File: config.mk
export PLATFORM = sky130hd
export DESIGN_NAME = mii_rx_assembler
export DESIGN_NICKNAME = d
export VERILOG_FILES = /design/src/rtl/mii_rx_pkg.sv /design/src/rtl/mii_rx_delimiter.sv /design/src/rtl/mii_rx_pairer.sv /design/src/rtl/mii_rx_status.sv /design/src/rtl/mii_rx_assembler.sv
export SDC_FILE = /design/constraint.sdc
export NUM_CORES = 1
export LEC_CHECK = 0
export ABC_AREA = 1
export BUFFER_PORTS_ARGS = -buffer_cell sky130_fd_sc_hd__buf_2
export CAP_MARGIN = 10
export CELL_PAD_IN_SITES_DETAIL_PLACEMENT = 1
export CELL_PAD_IN_SITES_GLOBAL_PLACEMENT = 1
export CORE_UTILIZATION = 45
export CTS_CLUSTER_SIZE = 40
export DETAILED_ROUTE_END_ITERATION = 6
export PLACE_DENSITY = 0.89
export SLEW_MARGIN = 20
export SYNTH_ARGS = -nofsm -noshare
export SYNTH_HDL_FRONTEND = slang
export SYNTH_SLANG_ARGS = --single-unit
File: constraint.sdc
create_clock -name clk -period 4.1 [get_ports clk]
set_input_delay 0.82 -clock clk [delete_from_list [all_inputs] [get_ports clk]]
set_output_delay 0.82 -clock clk [all_outputs]
set_load 0.005 [all_outputs]
File: src/rtl/mii_rx_pkg.sv
package mii_rx_pkg;

  typedef enum logic [1:0] {
    ST_IDLE = 2'd0,
    ST_HUNT = 2'd1,
    ST_DATA = 2'd2,
    ST_DISC = 2'd3
  } rx_state_e;

  localparam logic [3:0] NIB_PREAMBLE = 4'h5;
  localparam logic [3:0] NIB_DELIM    = 4'hD;

  // first nibble on the wire is the low half
  function automatic logic [7:0] join_nibbles(input logic [3:0] first_nib,
                                              input logic [3:0] second_nib);
    return {second_nib, first_nib};
  endfunction

  // successor while searching for the delimiter, data-valid high
  function automatic rx_state_e hunt_next(input rx_state_e cur,
                                          input logic [3:0] nib);
    rx_state_e nxt;
    nxt = ST_DISC;
    if (nib == NIB_PREAMBLE)
      nxt = ST_HUNT;
    else if (cur == ST_HUNT && nib == NIB_DELIM)
      nxt = ST_DATA;
    return nxt;
  endfunction

endpackage

File: src/rtl/mii_rx_delimiter.sv
module mii_rx_delimiter
  import mii_rx_pkg::*;
(
  input  logic       clk,
  input  logic       rst_n,
  input  logic       rx_dv,
  input  logic [3:0] rxd,
  output logic       frame_start,
  output logic       sfd_hit,
  output logic       data_nib,
  output logic       frame_end
);

  rx_state_e state_q, state_d;

  always_comb begin
    state_d = state_q;
    unique case (state_q)
      ST_IDLE: if (rx_dv) state_d = hunt_next(ST_IDLE, rxd);
      ST_HUNT: state_d = rx_dv ? hunt_next(ST_HUNT, rxd) : ST_IDLE;
      ST_DATA: if (!rx_dv) state_d = ST_IDLE;
      ST_DISC: if (!rx_dv) state_d = ST_IDLE;
      default: state_d = ST_IDLE;
    endcase
  end

  always_ff @(posedge clk or negedge rst_n) begin
    if (!rst_n) state_q <= ST_IDLE;
    else        state_q <= state_d;
  end

  assign frame_start = rx_dv && (state_q == ST_IDLE);
  assign sfd_hit     = rx_dv && (state_q == ST_HUNT) && (rxd == NIB_DELIM);
  assign data_nib    = rx_dv && (state_q == ST_DATA);
  assign frame_end   = !rx_dv && (state_q == ST_DATA);

endmodule

File: src/rtl/mii_rx_pairer.sv
module mii_rx_pairer
  import mii_rx_pkg::*;
(
  input  logic       clk,
  input  logic       rst_n,
  input  logic       sfd_hit,
  input  logic       data_nib,
  input  logic [3:0] rxd,
  output logic       byte_done,
  output logic       odd_pending,
  output logic       byte_valid,
  output logic [7:0] byte_data,
  output logic       sof
);

  logic       phase_q;
  logic [3:0] low_q;
  logic       first_q;

  assign byte_done   = data_nib && phase_q;
  assign odd_pending = phase_q;

  always_ff @(posedge clk or negedge rst_n) begin
    if (!rst_n) begin
      phase_q    <= 1'b0;
      low_q      <= '0;
      first_q    <= 1'b0;
      byte_valid <= 1'b0;
      byte_data  <= '0;
      sof        <= 1'b0;
    end else begin
      byte_valid <= byte_done;
      sof        <= byte_done && first_q;
      if (byte_done)
        byte_data <= join_nibbles(low_q, rxd);
      if (sfd_hit) begin
        phase_q <= 1'b0;
        first_q <= 1'b1;
      end else if (data_nib) begin
        phase_q <= !phase_q;
        if (!phase_q) low_q <= rxd;
        if (phase_q) first_q <= 1'b0;
      end
    end
  end

endmodule

File: src/rtl/mii_rx_status.sv
module mii_rx_status #(
  parameter int LEN_W = 11
) (
  input  logic             clk,
  input  logic             rst_n,
  input  logic             rx_dv,
  input  logic             rx_er,
  input  logic             frame_start,
  input  logic             byte_done,
  input  logic             frame_end,
  input  logic             odd_pending,
  output logic             err_sticky,
  output logic             eof,
  output logic [LEN_W-1:0] stat_len,
  output logic             stat_err,
  output logic             stat_dribble
);

  localparam logic [LEN_W-1:0] LEN_MAX = '1;

  function automatic logic [LEN_W-1:0] sat_inc(input logic [LEN_W-1:0] v);
    return (v == LEN_MAX) ? v : v + 1'b1;
  endfunction

  logic [LEN_W-1:0] count_q;

  always_ff @(posedge clk or negedge rst_n) begin
    if (!rst_n) begin
      count_q      <= '0;
      err_sticky   <= 1'b0;
      eof          <= 1'b0;
      stat_len     <= '0;
      stat_err     <= 1'b0;
      stat_dribble <= 1'b0;
    end else begin
      eof <= frame_end;
      if (frame_start)    count_q <= '0;
      else if (byte_done) count_q <= sat_inc(count_q);
      if (frame_start)             err_sticky <= rx_er;
      else if (rx_dv && rx_er)     err_sticky <= 1'b1;
      if (frame_end) begin
        stat_len     <= count_q;
        stat_err     <= err_sticky;
        stat_dribble <= odd_pending;
      end
    end
  end

endmodule

File: src/rtl/mii_rx_assembler.sv
module mii_rx_assembler #(
  parameter int LEN_W = 11
) (
  input  logic             clk,
  input  logic             rst_n,
  input  logic             rx_dv,
  input  logic             rx_er,
  input  logic [3:0]       rxd,
  output logic             byte_valid,
  output logic [7:0]       byte_data,
  output logic             sof,
  output logic             eof,
  output logic [LEN_W-1:0] stat_len,
  output logic             stat_err,
  output logic             stat_dribble
);

  // internal events, named for the checker
  logic frame_start;
  logic sfd_hit;
  logic data_nib;
  logic frame_end;
  logic byte_done;
  logic odd_pending;
  logic err_sticky;

  mii_rx_delimiter u_delim (
    .clk         (clk),
    .rst_n       (rst_n),
    .rx_dv       (rx_dv),
    .rxd         (rxd),
    .frame_start (frame_start),
    .sfd_hit     (sfd_hit),
    .data_nib    (data_nib),
    .frame_end   (frame_end)
  );

  mii_rx_pairer u_pair (
    .clk         (clk),
    .rst_n       (rst_n),
    .sfd_hit     (sfd_hit),
    .data_nib    (data_nib),
    .rxd         (rxd),
    .byte_done   (byte_done),
    .odd_pending (odd_pending),
    .byte_valid  (byte_valid),
    .byte_data   (byte_data),
    .sof         (sof)
  );

  mii_rx_status #(.LEN_W(LEN_W)) u_stat (
    .clk          (clk),
    .rst_n        (rst_n),
    .rx_dv        (rx_dv),
    .rx_er        (rx_er),
    .frame_start  (frame_start),
    .byte_done    (byte_done),
    .frame_end    (frame_end),
    .odd_pending  (odd_pending),
    .err_sticky   (err_sticky),
    .eof          (eof),
    .stat_len     (stat_len),
    .stat_err     (stat_err),
    .stat_dribble (stat_dribble)
  );

endmodule

==> impl_metrics.py, run 1 <==
metrics = {
    "drt": {
        "drt_wl_total_mm": 4.50,
        "postRouteAntennaNets": 0,
        "drcViolationCount": 0,
        "initialDrtViolationCount": 78,
        "viasPerCell": 5.02,
        "routed-via-count": 1633,
        "routedWlPerCell_um": 13.8,
        "dr.pass1.iters": 4,
    },
    "timing": {
        "totalNegativeSetupSlack_ns": 0,
        "fmax_mhz": 567,
        "hold_violations": 0,
        "period_share_pct": 43.0,
        "skew_ns": 0.0120,
        "drv_slew": 0,
        "worstMarginPinSlew_ns": 0.606,
        "rsz0062_at_grt": "no",
        "relSlewSlack_pct": 59.5,
        "min_period_ns": 1.76,
        "setup_viol": 0,
    },
    "power": {
        "p_per_area_mw_per_mm2": 430,
        "p_int_mw": 0.703,
        "sw_frac_of_total_pct": 30.2,
        "ir_drop_uv": 216,
        "p_switching_mw": 0.304,
        "p_clk_share_pct": 26.0,
        "power_frac_comb_pct": 18.6,
        "power_mw": 1.01,
        "p_leak_nw": 1.26,
        "seqPwrFrac_pct": 55.4,
    },
    "cts": {
        "cts_num_sinks": 44,
        "cts_tree": "done",
        "hold_buffers": 0,
        "postCtsResizedCells": 0,
        "cts_setup_buffers": 0,
        "numCtsBuffers": 5,
        "h-tree-depth": 2,
        "clk_pin_slew_ns": 0.08,
        "cts.path.max_buffers": 2,
        "clkLatencyLatePin_ns": 0.30,
        "cts_root_buf": "clkbuf_8",
    },
    "grt": {
        "grt_max_degree": 45,
        "grt_usage_pct": 21.3,
        "grt_pass1_vias": 1749,
        "grt_overflow": 0,
        "antenna_found_initial": 0,
        "grt_pass1_wl_mm": 8.40,
    },
    "setup_path": {
        "crit_required_ns": 4.33,
        "path_class": "input pin to flip-flop",
        "r2r_cells": 7,
        "cp-start-kind": "input pin",
        "r2r_setup_slack_ns": 2.53,
        "critPathLaunch": "rx_dv",
        "worstReg2RegEnd": "u_stat.count_q[9]$_DFFE_PN0P_",
        "r2r-start": "u_delim.state_q[0]$_DFFE_PN0P_",
        "end_kind": "flip-flop",
        "crit_arrival_ns": 1.99,
        "cp_max_fo": 17,
    },
    "floorplanning": {
        "start_util_pct": 47.4,
        "pin_count": 32,
        "coreArea_mm2": 0.00441,
        "die-area_mm2": 0.00493,
        "fp-row-count": 24,
        "die_y_um": 70.2,
        "die_x_um": 70.2,
    },
    "logic_synthesis": {
        "async_reset_ff_share_pct": 100,
        "yosysTopAreaCellShare_pct": 52.6,
        "ys_ff_latch": 44,
        "synth_edf_count": 0,
        "synth_area_mm2": 0.00209,
        "ys_warn_count": 0,
        "yosysSeqAreaShare_pct": 52.6,
        "synthCells": 240,
        "synth_fp_nets": 249,
        "yosysUniqueCellTypes": 23,
        "yosys-top-cells-area": "dfrtp_1, nand2_1, o21ai_2",
        "syn_avg_cell_area_um2": 8.72,
        "synth_top_flop_cell": "dfrtp_1",
        "yosysTopAreaCell": "dfrtp_1",
    },
    "layout": {
        "register_area_mm2": 0.00110,
        "multi_input_area_um2": 818,
        "mostFrequentLayoutCells": "nand2_1, dfrtp_1, buf_2",
        "syn_to_final_growth_pct": 12.0,
        "finalNetCount": 281,
        "fillers": 544,
        "mostFrequentLayoutCell": "nand2_1",
        "fin_cells": 325,
        "antenna_cells": 0,
        "layout-drive-gt1-share_pct": 26.4,
    },
    "worst_hold_path": {
        "hold_depth": 2,
        "hold_path.class": "flip-flop to flip-flop",
        "min_to": "u_stat.stat_len[7]$_DFFE_PN0P_",
        "worstHoldStart": "u_stat.stat_len[7]$_DFFE_PN0P_",
    },
    "placed_design": {
        "portBuffers": 31,
        "dp.cells": 317,
        "place_congestion": 0.781,
        "dp_hpwl_mm": 3.46,
    },
    "outcome": {
        "status": "complete, no violations",
    },
    "flow_run": {
        "maxCapViolCount": 0,
    },
}
==> final cells by class <==
cell class	count	area share, %
flip-flops and latches	44	47.0
inverters	30	4.81
clock inverters	3	0.801
clock buffers	5	2.94
repair buffers	31	6.73
well taps	52	2.78
multi-input cells	160	34.9
==> cell usage after synthesis (2+ instances only) <==
cell type / instances
buf_2: 2
nand4_1: 2
nor3_1: 3
dfrtp_1: 44
inv_1: 24
inv_2: 6
nor2_4: 4
buf_6: 2
o21ai_0: 9
nand2_1: 87
nor2_1: 16
o21ai_2: 11
nand3_2: 9
a21oi_1: 3
nand3_1: 10
==> per-stage QoR <==
stage          hold slack [ns]  util [%]  cell area (µm²)  setup WS, ns
2_1_floorplan            0.442         -             2090          2.43
3_3_place_gp             0.459      51.0             2250          2.13
3_5_place_dp             0.464      51.0             2250          2.06
4_1_cts                  0.485      53.0             2340          2.35
5_1_grt                  0.504      53.1             2340          2.21
6_report                 0.482      53.1             2340          2.34
==> kinds of logic (layout without fill, tap and decap cells) <==
| logic type | count (synthesis) | count (layout) | share of synthesized area, % |
|---|---|---|---|
| buffers and inverters | 36 | 69 | 8.25 |
| AOI/OAI and AO/OA | 25 | 25 | 8.01 |
| DFF | 44 | 44 | 52.6 |
| adders and majority gates | 1 | 1 | 0.598 |
| and+or+nand+nor | 134 | 134 | 30.5 |
==> flip-flops by register name (all words and copies together), names as in the netlist <==
register             cells
u_pair.low_q             4
u_pair.sof               1
u_pair.odd_pending       1
u_stat.eof               1
u_stat.err_sticky        1
u_pair.first_q           1
u_stat.stat_dribble      1
u_stat.count_q          11
u_pair.byte_data         8
u_pair.byte_valid        1
u_stat.stat_err          1
u_delim.state_q          2
u_stat.stat_len         11
==> critical path: stages <==
cell	delay, ns
buf_2	0.19
nand4_4	0.26
inv_2	0.25
nand2_4	0.15
inv_2	0.15
nand2_1	0.10
nand2_1	0.07
==> metal layers <==
layer,global-route usage (%),share of wire (%),vias up
met5,0,0,-
met4,6.67,1.9,0
met3,3.32,2.9,9
met2,33.8,46,34
met1,30.2,49,781
li1,-,-,809
==> worst max-delay path by stage <==
stage,end,depth (start not counted)
floorplan,u_stat.count_q[0]$_DFFE_PN0P_,7
finish,u_stat.count_q[9]$_DFFE_PN0P_,7
global route,u_stat.count_q[6]$_DFFE_PN0P_,7
global placement,u_stat.count_q[0]$_DFFE_PN0P_,7
CTS,u_stat.count_q[9]$_DFFE_PN0P_,7
detailed placement,u_stat.count_q[9]$_DFFE_PN0P_,7
==> power groups by stage <==
| stage | Clock [mW] | Sequential (mW) | Combinational (mW) |
|---|---|---|---|
| after CTS | 0.276 | 0.557 | 0.192 |
| after global routing | 0.289 | 0.566 | 0.214 |
| after global placement | 0 | 0.561 | 0.179 |
| after floorplan | 0 | 0.562 | 0.105 |
| final | 0.262 | 0.557 | 0.187 |
| after detailed placement | 0 | 0.565 | 0.191 |
Power figures use the tool's default switching activity.
==> inputs of run 2 (changes only) <==
Settings changed: CORE_UTILIZATION 45 to 42, PLACE_DENSITY 0.89 to 0.84.
Clock period 4.1 ns to 1.8 ns, I/O delays scaled along.
==> impl_metrics.py, run 2 (synthesized netlist as in run 1, its figures left out) <==
metrics = {
    "grt": {
        "grt_overflow": 0,
        "grt_pass1_wl_mm": 8.09,
        "met1_usage_pct": 27.2,
        "grt_pass1_vias": 1690,
        "grt_max_degree": 45,
        "busiest_layer": "met2",
        "met2_usage_pct": 33.7,
        "use_met3_pct": 3.73,
        "antenna_found_initial": 0,
        "grt_usage_pct": 20.5,
    },
    "placed_design": {
        "portBuffers": 31,
        "post-place-ws_ns": 0.230,
        "place_congestion": 0.826,
        "postPlaceCellArea_mm2": 0.00231,
        "dp_hpwl_mm": 3.52,
    },
    "setup_path": {
        "crit_arrival_ns": 1.77,
        "critPathBufInv": 1,
        "slowest_stage": "dfrtp_1",
        "r2r_setup_slack_ns": 0.22,
        "cp_top_family": "simple AND/OR/NAND/NOR gates",
        "path_class": "flip-flop to flip-flop",
        "cp-start-kind": "flip-flop",
        "cp_num_cells": 8,
        "max_stage_delay_ns": 0.43,
        "r2r_cells": 8,
        "crit_required_ns": 1.99,
        "path_cells": "ha_1 > nand2_2 > nor2_4 > nand3_2 > nand2_4 > inv_2 > nand2_1 > nand2_1",
        "end_kind": "flip-flop",
        "cp_common_cell": "nand2_1",
        "cp_max_fo": 11,
    },
    "cts": {
        "numCtsBuffers": 5,
        "h-tree-depth": 2,
        "clkLatencyLatePin_ns": 0.30,
        "cts.path.max_buffers": 2,
        "clk_pin_slew_ns": 0.08,
        "cts_setup_buffers": 0,
        "hold_buffers": 0,
        "cts_tree": "done",
        "postCtsResizedCells": 0,
        "cts_root_buf": "clkbuf_8",
        "cts_num_sinks": 44,
    },
    "timing": {
        "fmax_mhz": 635,
        "relSlewSlack_pct": 68.3,
        "period_share_pct": 87.5,
        "skew_ns": 0.00740,
        "drv_slew": 0,
        "totalNegativeSetupSlack_ns": 0,
        "worstMarginPinSlew_ns": 0.475,
        "rsz0062_at_grt": "no",
        "setup_viol": 0,
        "layout_setup_ws_ns": 0.225,
        "hold_violations": 0,
        "min_period_ns": 1.58,
    },
    "floorplanning": {
        "start_util_pct": 44.0,
        "die-area_mm2": 0.00527,
        "pin_count": 32,
        "die_y_um": 72.6,
        "coreArea_mm2": 0.00475,
        "fp-row-count": 25,
        "die_x_um": 72.6,
    },
    "power": {
        "p_int_mw": 1.65,
        "p_clk_share_pct": 27.5,
        "power_frac_comb_pct": 18.7,
        "p_switching_mw": 0.705,
        "seqPwrFrac_pct": 53.8,
        "ir_drop_uv": 535,
        "sw_frac_of_total_pct": 29.9,
        "p_per_area_mw_per_mm2": 982,
        "p_leak_nw": 1.27,
        "power_mw": 2.36,
    },
    "layout": {
        "layout-drive-gt1-share_pct": 26.8,
        "final_design_area_no_fill_mm2": 0.00240,
        "final_core_util_pct": 50.5,
        "top_regs": "u_stat.count_q: 11 flops, u_stat.stat_len: 11 flops, u_pair.byte_data: 8 flops",
        "mostFrequentLayoutCells": "nand2_1, dfrtp_1, buf_2",
        "mostFrequentLayoutCell": "nand2_1",
        "fillers": 601,
        "syn_to_final_growth_pct": 14.7,
        "antenna_cells": 0,
        "finalNetCount": 284,
    },
    "drt": {
        "routed-via-count": 1666,
        "drt_wl_total_mm": 4.76,
        "initialDrtViolationCount": 83,
        "dr.pass1.iters": 4,
        "viasPerCell": 4.86,
        "routedWlPerCell_um": 13.9,
        "drcViolationCount": 0,
        "postRouteAntennaNets": 0,
    },
    "worst_hold_path": {
        "hold_path.class": "input pin to async pin",
    },
    "outcome": {
        "status": "complete, no violations",
    },
    "flow_run": {
        "maxCapViolCount": 0,
    },
}
[run 2: cell count changes in the layout (fill, tap and decap cells not counted), sizes merged]
cell      before  now
clkinvlp       0    1
buf           31   34
clkbuf         5    7
clkinv         3    0
[run 2: final timing paths]
| kind | start | endpoint |
|---|---|---|
| min in group clk | rx_er | u_stat.err_sticky$_DFFE_PN0P_ |
| max in group asynchronous | rst_n | u_stat.count_q[8]$_DFFE_PN0P_ |
| worst min-delay path | rst_n | u_stat.stat_len[8]$_DFFE_PN0P_ |
| worst max-delay path | u_stat.count_q[1]$_DFFE_PN0P_ | u_stat.count_q[0]$_DFFE_PN0P_ |
| worst max register to register | u_stat.count_q[1]$_DFFE_PN0P_ | u_stat.count_q[0]$_DFFE_PN0P_ |
| worst min register to register | u_stat.stat_len[6]$_DFFE_PN0P_ | u_stat.stat_len[6]$_DFFE_PN0P_ |
[run 2: per-stage QoR]
stage	instances	hold WS [ns]
finish	343	0.0139
global route	343	0.0383
CTS	343	0.0297
detailed placement	335	0.355
global placement	335	0.352
floorplan	240	0.0644
[run 2: routing by layer]
metal | up-vias | wire [µm]
li1 | 814 | -
met1 | 821 | 2240
met2 | 24 | 2300
met3 | 7 | 147
met4 | 0 | 74
met5 | - | 0
[run 2: power groups by stage]
stage | clock network (mW) | registers (mW) | logic [mW]
2_1_floorplan | 0 | 1.28 | 0.239
3_5_place_dp | 0 | 1.29 | 0.447
5_1_grt | 0.698 | 1.29 | 0.515
6_report | 0.649 | 1.27 | 0.441
3_3_place_gp | 0 | 1.27 | 0.418
4_1_cts | 0.660 | 1.27 | 0.453
[run 2: final cells by class]
| cell class | count | area, µm² | area share, % |
|---|---|---|---|
| clock buffers | 7 | 86.3 | 3.60 |
| clock inverters | 1 | 7.51 | 0.313 |
| inverters | 30 | 113 | 4.69 |
| multi-input cells | 160 | 818 | 34.1 |
| flip-flops and latches | 44 | 1100 | 45.9 |
| well taps | 67 | 83.8 | 3.49 |
| repair buffers | 34 | 190 | 7.92 |
==> inputs of run 3 (changes only) <==
Settings changed: CORE_UTILIZATION 42 to 40, CTS_CLUSTER_SIZE 40 to 20, PLACE_DENSITY 0.84 to 0.81.
==> impl_metrics.py, run 3 (synthesized netlist as in run 1, its figures left out) <==
metrics = {
    "setup_path": {
        "crit_required_ns": 1.99,
        "end_kind": "flip-flop",
        "slowest_stage": "dfrtp_1",
        "crit_arrival_ns": 1.77,
        "path_class": "flip-flop to flip-flop",
        "cp_common_cell": "nand2_1",
        "max_stage_delay_ns": 0.44,
        "cp-start-kind": "flip-flop",
        "cp_max_fo": 11,
        "path_cells": "ha_1 > nand2_2 > nor2_4 > nand3_2 > nand2_4 > inv_2 > nand2_1 > nand2_1",
    },
    "layout": {
        "antenna_cells": 0,
        "syn_to_final_growth_pct": 15.2,
        "top_regs": "u_stat.count_q: 11 flops, u_stat.stat_len: 11 flops, u_pair.byte_data: 8 flops",
        "mostFrequentLayoutCell": "nand2_1",
        "multi_input_area_um2": 818,
        "mostFrequentLayoutCells": "nand2_1, dfrtp_1, buf_2",
        "fillers": 625,
        "final_design_area_no_fill_mm2": 0.00241,
        "register_area_mm2": 0.00110,
        "layout-drive-gt1-share_pct": 26.7,
        "finalNetCount": 285,
    },
    "cts": {
        "cts_num_sinks": 44,
        "cts_tree": "done",
        "h-tree-depth": 2,
        "numCtsBuffers": 5,
        "postCtsResizedCells": 0,
        "cts_root_buf": "clkbuf_8",
        "clk_pin_slew_ns": 0.08,
        "cts.path.max_buffers": 2,
        "cts_setup_buffers": 0,
        "clkLatencyLatePin_ns": 0.30,
    },
    "power": {
        "p_leak_nw": 1.28,
        "ir_drop_uv": 427,
        "p_per_area_mw_per_mm2": 983,
    },
    "drt": {
        "drt_wl_total_mm": 4.95,
        "postRouteAntennaNets": 0,
        "wl_met1_mm": 2.34,
        "drcViolationCount": 0,
        "wl_met3_um": 93,
        "viasPerCell": 4.84,
        "dr.max_layer_used": "met4",
        "routedWlPerCell_um": 14.4,
        "initialDrtViolationCount": 68,
        "route.met2.wl_mm": 2.44,
        "routed-via-count": 1666,
        "dr.pass1.iters": 4,
    },
    "floorplanning": {
        "die-area_mm2": 0.00552,
        "die_x_um": 74.3,
        "fp-row-count": 25,
        "die_y_um": 74.3,
        "pin_count": 32,
        "start_util_pct": 42.9,
        "coreArea_mm2": 0.00488,
    },
    "timing": {
        "totalNegativeSetupSlack_ns": 0,
        "setup_viol": 0,
        "min_period_ns": 1.57,
        "relSlewSlack_pct": 67.9,
        "skew_ns": 0.0101,
        "drv_slew": 0,
        "fmax_mhz": 635,
        "period_share_pct": 87.5,
        "hold_violations": 0,
        "worstMarginPinSlew_ns": 0.481,
        "rsz0062_at_grt": "no",
    },
    "grt": {
        "grt_pass1_wl_mm": 8.31,
        "antenna_found_initial": 0,
        "grt_pass1_vias": 1726,
        "grt_max_degree": 29,
        "grt_overflow": 0,
        "grt_usage_pct": 20.3,
    },
    "placed_design": {
        "postPlaceCellArea_mm2": 0.00231,
        "portBuffers": 31,
        "dp_hpwl_mm": 3.64,
        "place_congestion": 0.788,
    },
    "worst_hold_path": {
        "hold_path.class": "input pin to flip-flop",
    },
    "outcome": {
        "status": "complete, no violations",
    },
    "flow_run": {
        "maxCapViolCount": 0,
    },
}
==> run 3: cell types whose count changed in the layout (fill, tap and decap cells not counted), sizes merged <==
cell         delta
dlygate4sd3     +1
==> run 3: final cells by class <==
type,instances,area share (%)
Clock buffer,7,3.58
Clock inverter,1,0.312
Inverter,30,4.67
Multi-Input combinational cell,160,34.0
Sequential cell,44,45.7
Tap cell,67,3.48
Timing Repair Buffer,35,8.31
==> run 3: report_power, final <==
part | internal, mW | leakage (nW) | switching, mW | total, mW
clock network | 0.312 | 0.0445 | 0.346 | 0.658
logic | 0.181 | 0.652 | 0.261 | 0.443
registers | 1.16 | 0.581 | 0.111 | 1.27
==> run 3: path summary, 6_finish.rpt <==
path	cells past startpoint	slack, ns	start	endpoint
worst min-delay path	3	0.29	rx_er	u_stat.err_sticky$_DFFE_PN0P_
worst min register to register	2	0.48	u_stat.stat_len[6]$_DFFE_PN0P_	u_stat.stat_len[6]$_DFFE_PN0P_
worst max register to register	8	0.23	u_stat.count_q[1]$_DFFE_PN0P_	u_stat.count_q[7]$_DFFE_PN0P_
worst max-delay path	8	0.23	u_stat.count_q[1]$_DFFE_PN0P_	u_stat.count_q[7]$_DFFE_PN0P_
min in group asynchronous	2	0.51	rst_n	u_stat.count_q[2]$_DFFE_PN0P_
max in group asynchronous	3	0.81	rst_n	u_stat.count_q[10]$_DFFE_PN0P_
==> run 3: timing repair <==
action	in CTS	in global routing
endpoints found under the hold margin	16	0
hold buffers	1	0
setup endpoints to repair	0	0
==> run 3: layer usage <==
metal | vias up | GRT usage (%)
li1 | 820 | -
met1 | 815 | 26.8
met2 | 24 | 34.3
met3 | 7 | 2.57
met4 | 0 | 7.76
met5 | - | 0
==> run 3: worst max-delay path, delay by kind of cell (launching register included) <==
kind	cells	cell delay [ns]
flip-flops	1	0.44
buffers and inverters	1	0.11
AND/OR/NAND/NOR	6	0.66
adder cells (fa/ha/maj)	1	0.25
==> run 3: through the flow <==
stage / hold WS [ns] / cells / total power [mW] / util (%) / setup slack [ns]
after CTS: 0.282 / 344 / 2.39 / 49.4 / 0.215
after global routing: 0.301 / 344 / 2.49 / 49.4 / 0.0809
after detailed placement: 0.312 / 335 / 1.74 / 47.3 / 0.270
after floorplan: 0.0644 / 240 / 1.52 / - / 0.518
after global placement: 0.303 / 335 / 1.69 / 47.3 / 0.367
final: 0.286 / 344 / 2.37 / 49.4 / 0.225
